### src/rtl/tpkt_pkg.sv
package tpkt_pkg;
  typedef enum logic [1:0] {
    ST_IDLE = 2'd0,
    ST_WAIT = 2'd1,
    ST_SEND = 2'd2,
    ST_DONE = 2'd3
  } seq_state_e;
endpackage

### src/rtl/tpkt_timer.sv
module tpkt_timer #(
  parameter int TIME_W = 16
) (
  input  logic              clk_i,
  input  logic              rst_ni,
  input  logic              start_i,
  input  logic              count_i,
  input  logic              run_i,
  input  logic [TIME_W-1:0] t_max_i,
  output logic [TIME_W-1:0] time_o,
  output logic              overrun_o
);
  localparam logic [TIME_W-1:0] TIME_MAX = '1;

  logic [TIME_W-1:0] time_q;
  logic              ovr_q;

  always_ff @(posedge clk_i or negedge rst_ni) begin
    if (!rst_ni) begin
      time_q <= '0;
      ovr_q  <= 1'b0;
    end else if (start_i) begin
      time_q <= '0;
      ovr_q  <= 1'b0;
    end else begin
      if (count_i && time_q != TIME_MAX) time_q <= time_q + 1'b1;
      if (run_i && time_q > t_max_i) ovr_q <= 1'b1;
    end
  end

  assign time_o    = time_q;
  assign overrun_o = ovr_q;

  a_r8_ovr_set: assert property (@(posedge clk_i) disable iff (!rst_ni)
    (run_i && !start_i && time_q > t_max_i) |=> ovr_q);
  a_r8_ovr_sticky: assert property (@(posedge clk_i) disable iff (!rst_ni)
    (ovr_q && !start_i) |=> ovr_q);
  a_r10_start_clear: assert property (@(posedge clk_i) disable iff (!rst_ni)
    start_i |=> (time_q == '0 && !ovr_q));
endmodule

### src/rtl/tpkt_ack_mon.sv
module tpkt_ack_mon #(
  parameter int NUM_CORES = 4
) (
  input  logic                 clk_i,
  input  logic                 rst_ni,
  input  logic                 start_i,
  input  logic [NUM_CORES-1:0] ack_i,
  input  logic [NUM_CORES-1:0] sel_i,
  output logic                 ack_hit_o,
  output logic                 error_o
);
  logic stray;
  logic err_q;

  assign ack_hit_o = |(ack_i & sel_i);
  assign stray     = |(ack_i & ~sel_i);

  always_ff @(posedge clk_i or negedge rst_ni) begin
    if (!rst_ni)        err_q <= 1'b0;
    else if (start_i)   err_q <= 1'b0;
    else if (stray)     err_q <= 1'b1;
  end

  assign error_o = err_q;

  a_r9_stray_flags: assert property (@(posedge clk_i) disable iff (!rst_ni)
    (|(ack_i & ~sel_i) && !start_i) |=> err_q);
  a_r9_err_sticky: assert property (@(posedge clk_i) disable iff (!rst_ni)
    (err_q && !start_i) |=> err_q);
endmodule

### src/rtl/tpkt_seq.sv
module tpkt_seq
  import tpkt_pkg::*;
#(
  parameter int NUM_CORES = 4,
  parameter int TIME_W    = 16,
  parameter int CNT_W     = 4,
  parameter int ADDR_W    = 4,
  parameter int CORE_W    = 2
) (
  input  logic                 clk_i,
  input  logic                 rst_ni,
  input  logic                 start_i,
  input  logic [TIME_W-1:0]    time_i,
  input  logic [CORE_W-1:0]    rom_core_i,
  input  logic [TIME_W-1:0]    rom_time_i,
  input  logic [CNT_W-1:0]     rom_cnt_i,
  input  logic                 rom_last_i,
  input  logic                 ack_hit_i,
  output logic [ADDR_W-1:0]    rom_addr_o,
  output logic [NUM_CORES-1:0] sel_o,
  output logic [CNT_W-1:0]     cnt_o,
  output seq_state_e           state_o,
  output logic                 done_o
);
  seq_state_e           state_q;
  logic [ADDR_W-1:0]    ptr_q;
  logic [NUM_CORES-1:0] sel_q;
  logic [NUM_CORES-1:0] core_dec;
  logic [CNT_W-1:0]     cnt_q;
  logic                 done_q;
  logic                 launch;
  logic                 retire;

  for (genvar g = 0; g < NUM_CORES; g++) begin : g_dec
    assign core_dec[g] = (rom_core_i == CORE_W'(g));
  end

  assign launch = (state_q == ST_WAIT) && !rom_last_i && (time_i >= rom_time_i);
  assign retire = (state_q == ST_SEND) && ack_hit_i;

  always_ff @(posedge clk_i or negedge rst_ni) begin
    if (!rst_ni) begin
      state_q <= ST_IDLE;
      ptr_q   <= '0;
      sel_q   <= '0;
      cnt_q   <= '0;
      done_q  <= 1'b0;
    end else if (start_i) begin
      state_q <= ST_WAIT;
      ptr_q   <= '0;
      sel_q   <= '0;
      done_q  <= 1'b0;
    end else begin
      unique case (state_q)
        ST_WAIT: begin
          if (rom_last_i) begin
            state_q <= ST_DONE;
            done_q  <= 1'b1;
          end else if (launch) begin
            state_q <= ST_SEND;
            sel_q   <= core_dec;
            cnt_q   <= rom_cnt_i;
          end
        end
        ST_SEND: begin
          if (retire) begin
            state_q <= ST_WAIT;
            sel_q   <= '0;
            ptr_q   <= ptr_q + 1'b1;
          end
        end
        default: ;
      endcase
    end
  end

  assign rom_addr_o = ptr_q;
  assign sel_o      = sel_q;
  assign cnt_o      = cnt_q;
  assign state_o    = state_q;
  assign done_o     = done_q;

  a_r3_sel_onehot: assert property (@(posedge clk_i) disable iff (!rst_ni)
    $onehot0(sel_q));
  a_r2_no_early: assert property (@(posedge clk_i) disable iff (!rst_ni)
    (state_q == ST_WAIT && !start_i && time_i < rom_time_i) |=> sel_q == '0);
  a_r4_sel_hold: assert property (@(posedge clk_i) disable iff (!rst_ni)
    (sel_q != '0 && !ack_hit_i && !start_i) |=> $stable(sel_q));
  a_r5_addr_hold: assert property (@(posedge clk_i) disable iff (!rst_ni)
    (!start_i && !(state_q == ST_SEND && ack_hit_i)) |=> $stable(ptr_q));
  a_r4_retire_drop: assert property (@(posedge clk_i) disable iff (!rst_ni)
    (state_q == ST_SEND && ack_hit_i && !start_i) |=>
      (sel_q == '0 && ptr_q == ADDR_W'($past(ptr_q) + 1'b1)));
  a_r6_cnt_stable: assert property (@(posedge clk_i) disable iff (!rst_ni)
    (sel_q != '0 && !ack_hit_i && !start_i) |=> $stable(cnt_q));
  a_r7_done_hold: assert property (@(posedge clk_i) disable iff (!rst_ni)
    (done_q && !start_i) |=> (done_q && sel_q == '0));
endmodule

### src/rtl/tpkt_bus_ctrl.sv
module tpkt_bus_ctrl
  import tpkt_pkg::*;
#(
  parameter int NUM_CORES   = 4,
  parameter int TIME_W      = 16,
  parameter int CNT_W       = 4,
  parameter int SCHED_DEPTH = 16,
  localparam int ADDR_W     = (SCHED_DEPTH > 1) ? $clog2(SCHED_DEPTH) : 1,
  localparam int CORE_W     = (NUM_CORES > 1) ? $clog2(NUM_CORES) : 1
) (
  input  logic                 clk_i,
  input  logic                 rst_ni,
  input  logic                 start_i,
  input  logic [TIME_W-1:0]    t_max_i,
  input  logic [NUM_CORES-1:0] ack_i,
  input  logic [CORE_W-1:0]    rom_core_i,
  input  logic [TIME_W-1:0]    rom_time_i,
  input  logic [CNT_W-1:0]     rom_cnt_i,
  input  logic                 rom_last_i,
  output logic [ADDR_W-1:0]    rom_addr_o,
  output logic [TIME_W-1:0]    time_o,
  output logic [NUM_CORES-1:0] sel_o,
  output logic                 src_en_o,
  output logic [CNT_W-1:0]     xfer_cnt_o,
  output logic                 done_o,
  output logic                 overrun_o,
  output logic                 error_o
);
  seq_state_e           state;
  logic [NUM_CORES-1:0] sel;
  logic [TIME_W-1:0]    time_now;
  logic                 ack_hit;
  logic                 counting;
  logic                 running;

  assign counting = (state != ST_IDLE);
  assign running  = (state == ST_WAIT) || (state == ST_SEND);

  tpkt_timer #(.TIME_W(TIME_W)) u_timer (
    .clk_i    (clk_i),
    .rst_ni   (rst_ni),
    .start_i  (start_i),
    .count_i  (counting),
    .run_i    (running),
    .t_max_i  (t_max_i),
    .time_o   (time_now),
    .overrun_o(overrun_o)
  );

  tpkt_ack_mon #(.NUM_CORES(NUM_CORES)) u_ack_mon (
    .clk_i    (clk_i),
    .rst_ni   (rst_ni),
    .start_i  (start_i),
    .ack_i    (ack_i),
    .sel_i    (sel),
    .ack_hit_o(ack_hit),
    .error_o  (error_o)
  );

  tpkt_seq #(
    .NUM_CORES(NUM_CORES),
    .TIME_W   (TIME_W),
    .CNT_W    (CNT_W),
    .ADDR_W   (ADDR_W),
    .CORE_W   (CORE_W)
  ) u_seq (
    .clk_i     (clk_i),
    .rst_ni    (rst_ni),
    .start_i   (start_i),
    .time_i    (time_now),
    .rom_core_i(rom_core_i),
    .rom_time_i(rom_time_i),
    .rom_cnt_i (rom_cnt_i),
    .rom_last_i(rom_last_i),
    .ack_hit_i (ack_hit),
    .rom_addr_o(rom_addr_o),
    .sel_o     (sel),
    .cnt_o     (xfer_cnt_o),
    .state_o   (state),
    .done_o    (done_o)
  );

  assign sel_o    = sel;
  assign src_en_o = |sel;
  assign time_o   = time_now;
endmodule

### config.mk
export PLATFORM = sky130hd
export DESIGN_NAME = tpkt_bus_ctrl
export DESIGN_NICKNAME = d
export VERILOG_FILES = /design/src/rtl/tpkt_pkg.sv /design/src/rtl/tpkt_timer.sv /design/src/rtl/tpkt_ack_mon.sv /design/src/rtl/tpkt_seq.sv /design/src/rtl/tpkt_bus_ctrl.sv
export SDC_FILE = /design/constraint.sdc
export NUM_CORES = 1
export LEC_CHECK = 0
export ABC_AREA = 1
export CORE_MARGIN = 3
export CORE_UTILIZATION = 52
export DETAILED_ROUTE_END_ITERATION = 16
export PLACE_DENSITY = 0.88
export SYNTH_ARGS = -nofsm -noshare
export SYNTH_HDL_FRONTEND = slang
export SYNTH_HIERARCHICAL = 1
export SYNTH_SLANG_ARGS = --single-unit
### constraint.sdc
create_clock -name clk_i -period 3.6 [get_ports clk_i]
set_input_delay 0.54 -clock clk_i [delete_from_list [all_inputs] [get_ports clk_i]]
set_output_delay 0.54 -clock clk_i [all_outputs]
set_load 0.005 [all_outputs]
After elaboration in Yosys (flattened, before gate mapping) --
Cells that the tools add are included.
Storage, ports and cells: bits in registers 33, bits in latches 0, bits in writable memories 0, memory bits (read-only) 0, bits of input ports 46, output and inout port bits 32, word-level logic and storage cells 74, memories kept 0
Operators by class: $add $sub $neg 2, multiply operators 0, divide/modulo/power cells 0, order comparisons 2, equal/unequal tests 10, shifts and indexed selects 0, multiplexer cells 22, bitwise operators 5, reduce and logical (&&, ||, !) cells 25
Operators with widths (count):
- $mux 16 | 2
- $mux 4 | 7
- $add 16x1->16 const B | 1
- $ge 16x16->1 | 1
- $gt 16x16->1 | 1
- $ne 16x16->1 const B | 1
- $reduce_bool 2->1 | 8
- $reduce_or 4->1 | 3
- $and 4x4->4 | 2
- $mux 2 | 4
- $pmux 4 s2 | 1
- $reduce_and 4->1 | 2
- $mux 1 | 7
- $eq 2x2->1 const B | 3
- $ne 3x2->1 const B | 2
- $logic_and 1x1->1 | 5
- $add 4x1->4 const B | 1
- $eq 2x1->1 const B | 2
- $ne 4x3->1 const B | 1
- $not 4->4 | 1
- $pmux 2 s2 | 1
- $reduce_and 2->1 | 2
- $ne 3x3->1 const B | 1
- $reduce_and 3->1 | 1
- other kinds (5) | 6

Longest topological paths before layout --
depth after elaboration 7, mapped depth 16, gate-level depth less buffers 16

By module --
Netlist, hierarchy kept.
By module, submodules not included:
- tpkt_timer | instances 1, cells each 214, area an instance 1475.2 sq um, seq. area each 425.4 sq um
- tpkt_seq | instances 1, cells each 160, area an instance 1233.7 sq um, seq. area each 375.4 sq um
- tpkt_ack_mon | instances 1, cells each 17, area an instance 96.3 sq um, seq. area each 25.0 sq um
- tpkt_bus_ctrl | instances 1, cells each 7, area an instance 35.0 sq um, seq. area each 0.0 sq um

Least setup slack after synthesis --
Ideal clock, no wire load.
kind input to register, from input port rom_time_i[7], to register u_seq.sel_q[1] (netlist: u_seq/sel_o[1]), setup time 0.117 ns, arrival time 1.593 ns, data required time 3.483 ns, slack 1.890 ns, stages on the path 14, path buffers 0, path through inv_1 > ha_1 > nand2_1 > inv_2 > nand2_1 > nand2_1 > nor2_1 > nand2_1 > nand2_2 > nand2_4 > nand2_4 > nand3_4 > nand3_1 > nand2_1
On the way: longest elaborated chain between the ends 4
Ends and longest elaborated chain:
- start, declared | line tpkt_bus_ctrl.sv:17 | input logic [TIME_W-1:0] rom_time_i,
- $ge 16x16->1 | line tpkt_seq.sv:38 | assign launch = (state_q == ST_WAIT) && !rom_last_i && (time_i >= rom_time_i);
- $logic_and 1x1->1 | line tpkt_seq.sv:38
- $ne 3x2->1 (no source line)
- $reduce_and 4->1 (no source line)
- end signal, assigned | line tpkt_seq.sv:61 | sel_q <= core_dec;
- end, declared | line tpkt_seq.sv:27 | logic [NUM_CORES-1:0] sel_q;
No other way between the ends. A chain may end at the register's enable or synchronous reset.

Final worst setup path --
from register u_timer.time_q[1] (netlist: u_timer/time_o[1]), to register u_timer.time_q[12] (netlist: u_timer/time_o[12])
On the way: longest elaborated chain between the ends 3, elaborated cells between the ends (all ways) 6, classes of those cells add/sub (1); eq/ne (1); mux (2); reduce/logical (2)
Ends and longest elaborated chain:
- start, declared | line tpkt_timer.sv:15 | logic [TIME_W-1:0] time_q;
- start signal, assigned | line tpkt_timer.sv:26 | if (count_i && time_q != TIME_MAX) time_q <= time_q + 1'b1;
- $add 16x1->16 / $ne 16x16->1 (equally long branches) | line tpkt_timer.sv:26
- $mux 16 / $logic_and 1x1->1 (equally long branches) | line tpkt_timer.sv:26
- $mux 16 / $reduce_bool 2->1 (equally long branches)
Parallel ways exist; a longest one is shown, timed or not. The select of a mux whose other input is x is not followed.

==> flow_metrics.env <==
export IMPL_rsz0062_at_grt="no"
export IMPL_min_period_ps=2131
export IMPL_finalMaxSlewViolations=0
export IMPL_path_cells="ha_1, nand3_2, nor3_2, nand3_2, nand2_4, inv_4, nor2_8, inv_1, nand2_1, nand2_1"
export IMPL_netlist_top_cells_area="dfrtp_1 29%, ha_1 15%, nand2_1 14%"
export IMPL_wire_per_inst_um=12.91
export IMPL_synth_warnings=6
export IMPL_area_growth_pct=34.01
export IMPL_synth_edf_count=0
export IMPL_ys_types=33
export IMPL_cts_resized=0
export IMPL_die_area_um2=6385
export IMPL_vias=2827
export IMPL_syn_nets=479
export IMPL_finalCritPeriodShare_pct=59.19
export IMPL_drc_errors=0
export IMPL_cts_buffer_depth=2
export IMPL_p_per_area_nw_per_um2=362.8
export IMPL_antenna_found_initial=0
export IMPL_maxCapViolations=0
export IMPL_syn_avg_cell_area_um2=7.136
export IMPL_ys_seq_area_share_pct=29.07
export IMPL_final_core_util_pct=73.13
export IMPL_peakVddDrop_mv=0.3195
export IMPL_final_antenna_net_count=0
export IMPL_overflow=0
export IMPL_cts_root_buf="clkbuf_8"
export IMPL_path_clk_slew_ps=80
export IMPL_grt_pass1_vias=2598
export IMPL_r2r_slack_ps=1470
export IMPL_synth_top_area_share_pct=29.07
export IMPL_synthesis_area_um2=2840
export IMPL_slew_headroom_pct=50.44
export IMPL_layout_commonest_cell="nand2_1"
export IMPL_power_leakage_nw=1.966
export IMPL_hold_buffers=0
export IMPL_row_count=26
export IMPL_tritoncts="built"
export IMPL_cts_setup_buffers=0
export IMPL_routed_wl_mm=7.126
export IMPL_startpoint_type="register"
export IMPL_fmax_mhz=469.3
export IMPL_grt_max_degree=34
export IMPL_start_util_pct=54.57
export IMPL_p_comb_share_pct=39.5
export IMPL_synth_area_leader_cell="dfrtp_1"
export IMPL_path_class="register to register"
export IMPL_cts_max_level=2
export IMPL_die_height_um=79.91
export IMPL_cts_sinks=33
export IMPL_async_reset_ff_share_pct=100.0
export IMPL_dp_hpwl_mm=5.570
export IMPL_fin_tns_setup_ps=0
export IMPL_drive_gt1_share_pct=7.261
export IMPL_ys_ff_latch=33
export IMPL_synthCells=398
export IMPL_netSwitchingFraction_pct=37.17
export IMPL_p_seq_share_pct=34.6
export IMPL_cp_end_kind="register"
export IMPL_cpPeakStageDelay_ps=450
export IMPL_status="complete, no violations"
export IMPL_p_int_uw=867.5
export IMPL_clkPwrFrac_pct=25.9
export IMPL_clkLatencyLatePin_ps=290
export IMPL_viasPerCell=5.121
export IMPL_slowest_stage="dfrtp_1"
export IMPL_portBuffers=77
export IMPL_crit_arrival_ps=2320
export IMPL_firstDrtPassIters=5
export IMPL_finalHoldViolations=0
export IMPL_drt_iter0_markers=205
export IMPL_setup_viol=0
export IMPL_nFillCells=404
export IMPL_skew_ps=9.305
export IMPL_grt_total_usage_pct=23.00
export IMPL_final_cell_mix="108 x nand2_1, 77 x clkdlybuf4s50_1, 74 x inv_1, 35 x ha_1, 33 x dfrtp_1"
export IMPL_fp_coreArea_um2=5205
export IMPL_top_level_ports=78
export IMPL_fin_ws_ps=1469
export IMPL_power_switching_uw=513.3
export IMPL_pre_cts_slack_ps=1220
export IMPL_die_w_um=79.91
export IMPL_min_path_type="register to register"
export IMPL_fin_nets=562
export IMPL_p_total_mw=1.381
export IMPL_required_ps=3780
export IMPL_worst_pin_slew_ps=741.1
export IMPL_grt_pass1_wl_mm=11.75
export IMPL_cp_max_fo=13
export IMPL_gp_congestion=0.8378
export IMPL_synth_top_flop_cell="dfrtp_1"
export IMPL_numCtsBuffers=5
export IMPL_diodes=0
-- logic make-up (layout without fill, tap and decap cells) --
family          Yosys count  after routing  synth area share, %
buf+inv                  81            165                11.15
fa+ha+maj                35             35                15.42
flops                    33             33                29.07
compound gates           47             47                9.692
xor+xnor                  5              5                1.542
simple gates            197            197                33.13
-- Yosys cell counts (4+ instances only) --
cell type and instances:
nand2_1 108, nand3_1 23, a21oi_1 18, ha_1 35, nor3_1 9, xor2_1 4
nand2_4 4, o21ai_1 9, inv_1 74, dfrtp_1 33, nor2_1 31, o21ai_0 10
nand4_1 9
-- flip-flops by register name, indices dropped and copies added, names as in the netlist --
| name | flops |
|---|---|
| u_timer/time_o | 16 |
| u_seq/cnt_o | 4 |
| u_seq/rom_addr_o | 4 |
| u_seq/sel_o | 4 |
| u_seq/state_o | 2 |
| u_ack_mon/error_o | 1 |
| u_seq/done_o | 1 |
| u_timer/overrun_o | 1 |
-- routing by layer --
| metal | share of wire (%) | global-route usage, % | vias up |
|---|---|---|---|
| met5 | 0 | 0 | - |
| met4 | 0.98 | 4.223 | 0 |
| met3 | 5.1 | 4.176 | 7 |
| met2 | 49 | 40.07 | 79 |
| met1 | 45 | 29.88 | 1303 |
| li1 | - | - | 1438 |
-- path summary, 6_finish.rpt --
check	start	to	cells after the start
setup / recovery	u_timer/time_o[1]	u_timer/time_o[12]	10
hold / removal	u_seq/cnt_o[1]	u_seq/cnt_o[1]	2
setup reg to reg	u_timer/time_o[1]	u_timer/time_o[12]	10
hold reg to reg	u_seq/cnt_o[1]	u_seq/cnt_o[1]	2
max in group asynchronous	rst_ni	u_timer/time_o[3]	2
min in group asynchronous	rst_ni	u_seq/rom_addr_o[2]	2
-- power groups by stage --
stage / combinational (mW) / sequential, mW / clock (mW)
CTS: 0.547 / 0.476 / 0.360
finish: 0.545 / 0.478 / 0.358
detailed placement: 0.540 / 0.482 / 0
global route: 0.610 / 0.483 / 0.377
floorplan: 0.327 / 0.471 / 0
global placement: 0.517 / 0.481 / 0
-- layout make-up --
class                      instances  area [um2]  area share (%)
clock buffer                       5       68.82           1.808
clock inverter                     3       46.29           1.216
tap                               70       87.58           2.301
timing repair buffer              78       778.2           20.45
sequential                        33       825.8           21.70
multi-input combinational        284        1698           44.61
inverter                          79       301.5           7.922
-- critical path: cells and delay by family, from the launching register on --
family,cells,cell delay [ps]
adders and majority gates,1,310
buffers and inverters,2,280
DFF,1,450
and+or+nand+nor,7,970
-- metrics by stage --
stage | cells | area, um2 | hold slack [ps]
floorplan | 398 | 2840 | 244.4
global placement | 544 | 3691 | 459.1
detailed placement | 544 | 3691 | 477.2
CTS | 552 | 3806 | 496.2
global route | 552 | 3806 | 535.8
finish | 552 | 3806 | 489.7
(Power assumes the default switching activity.)
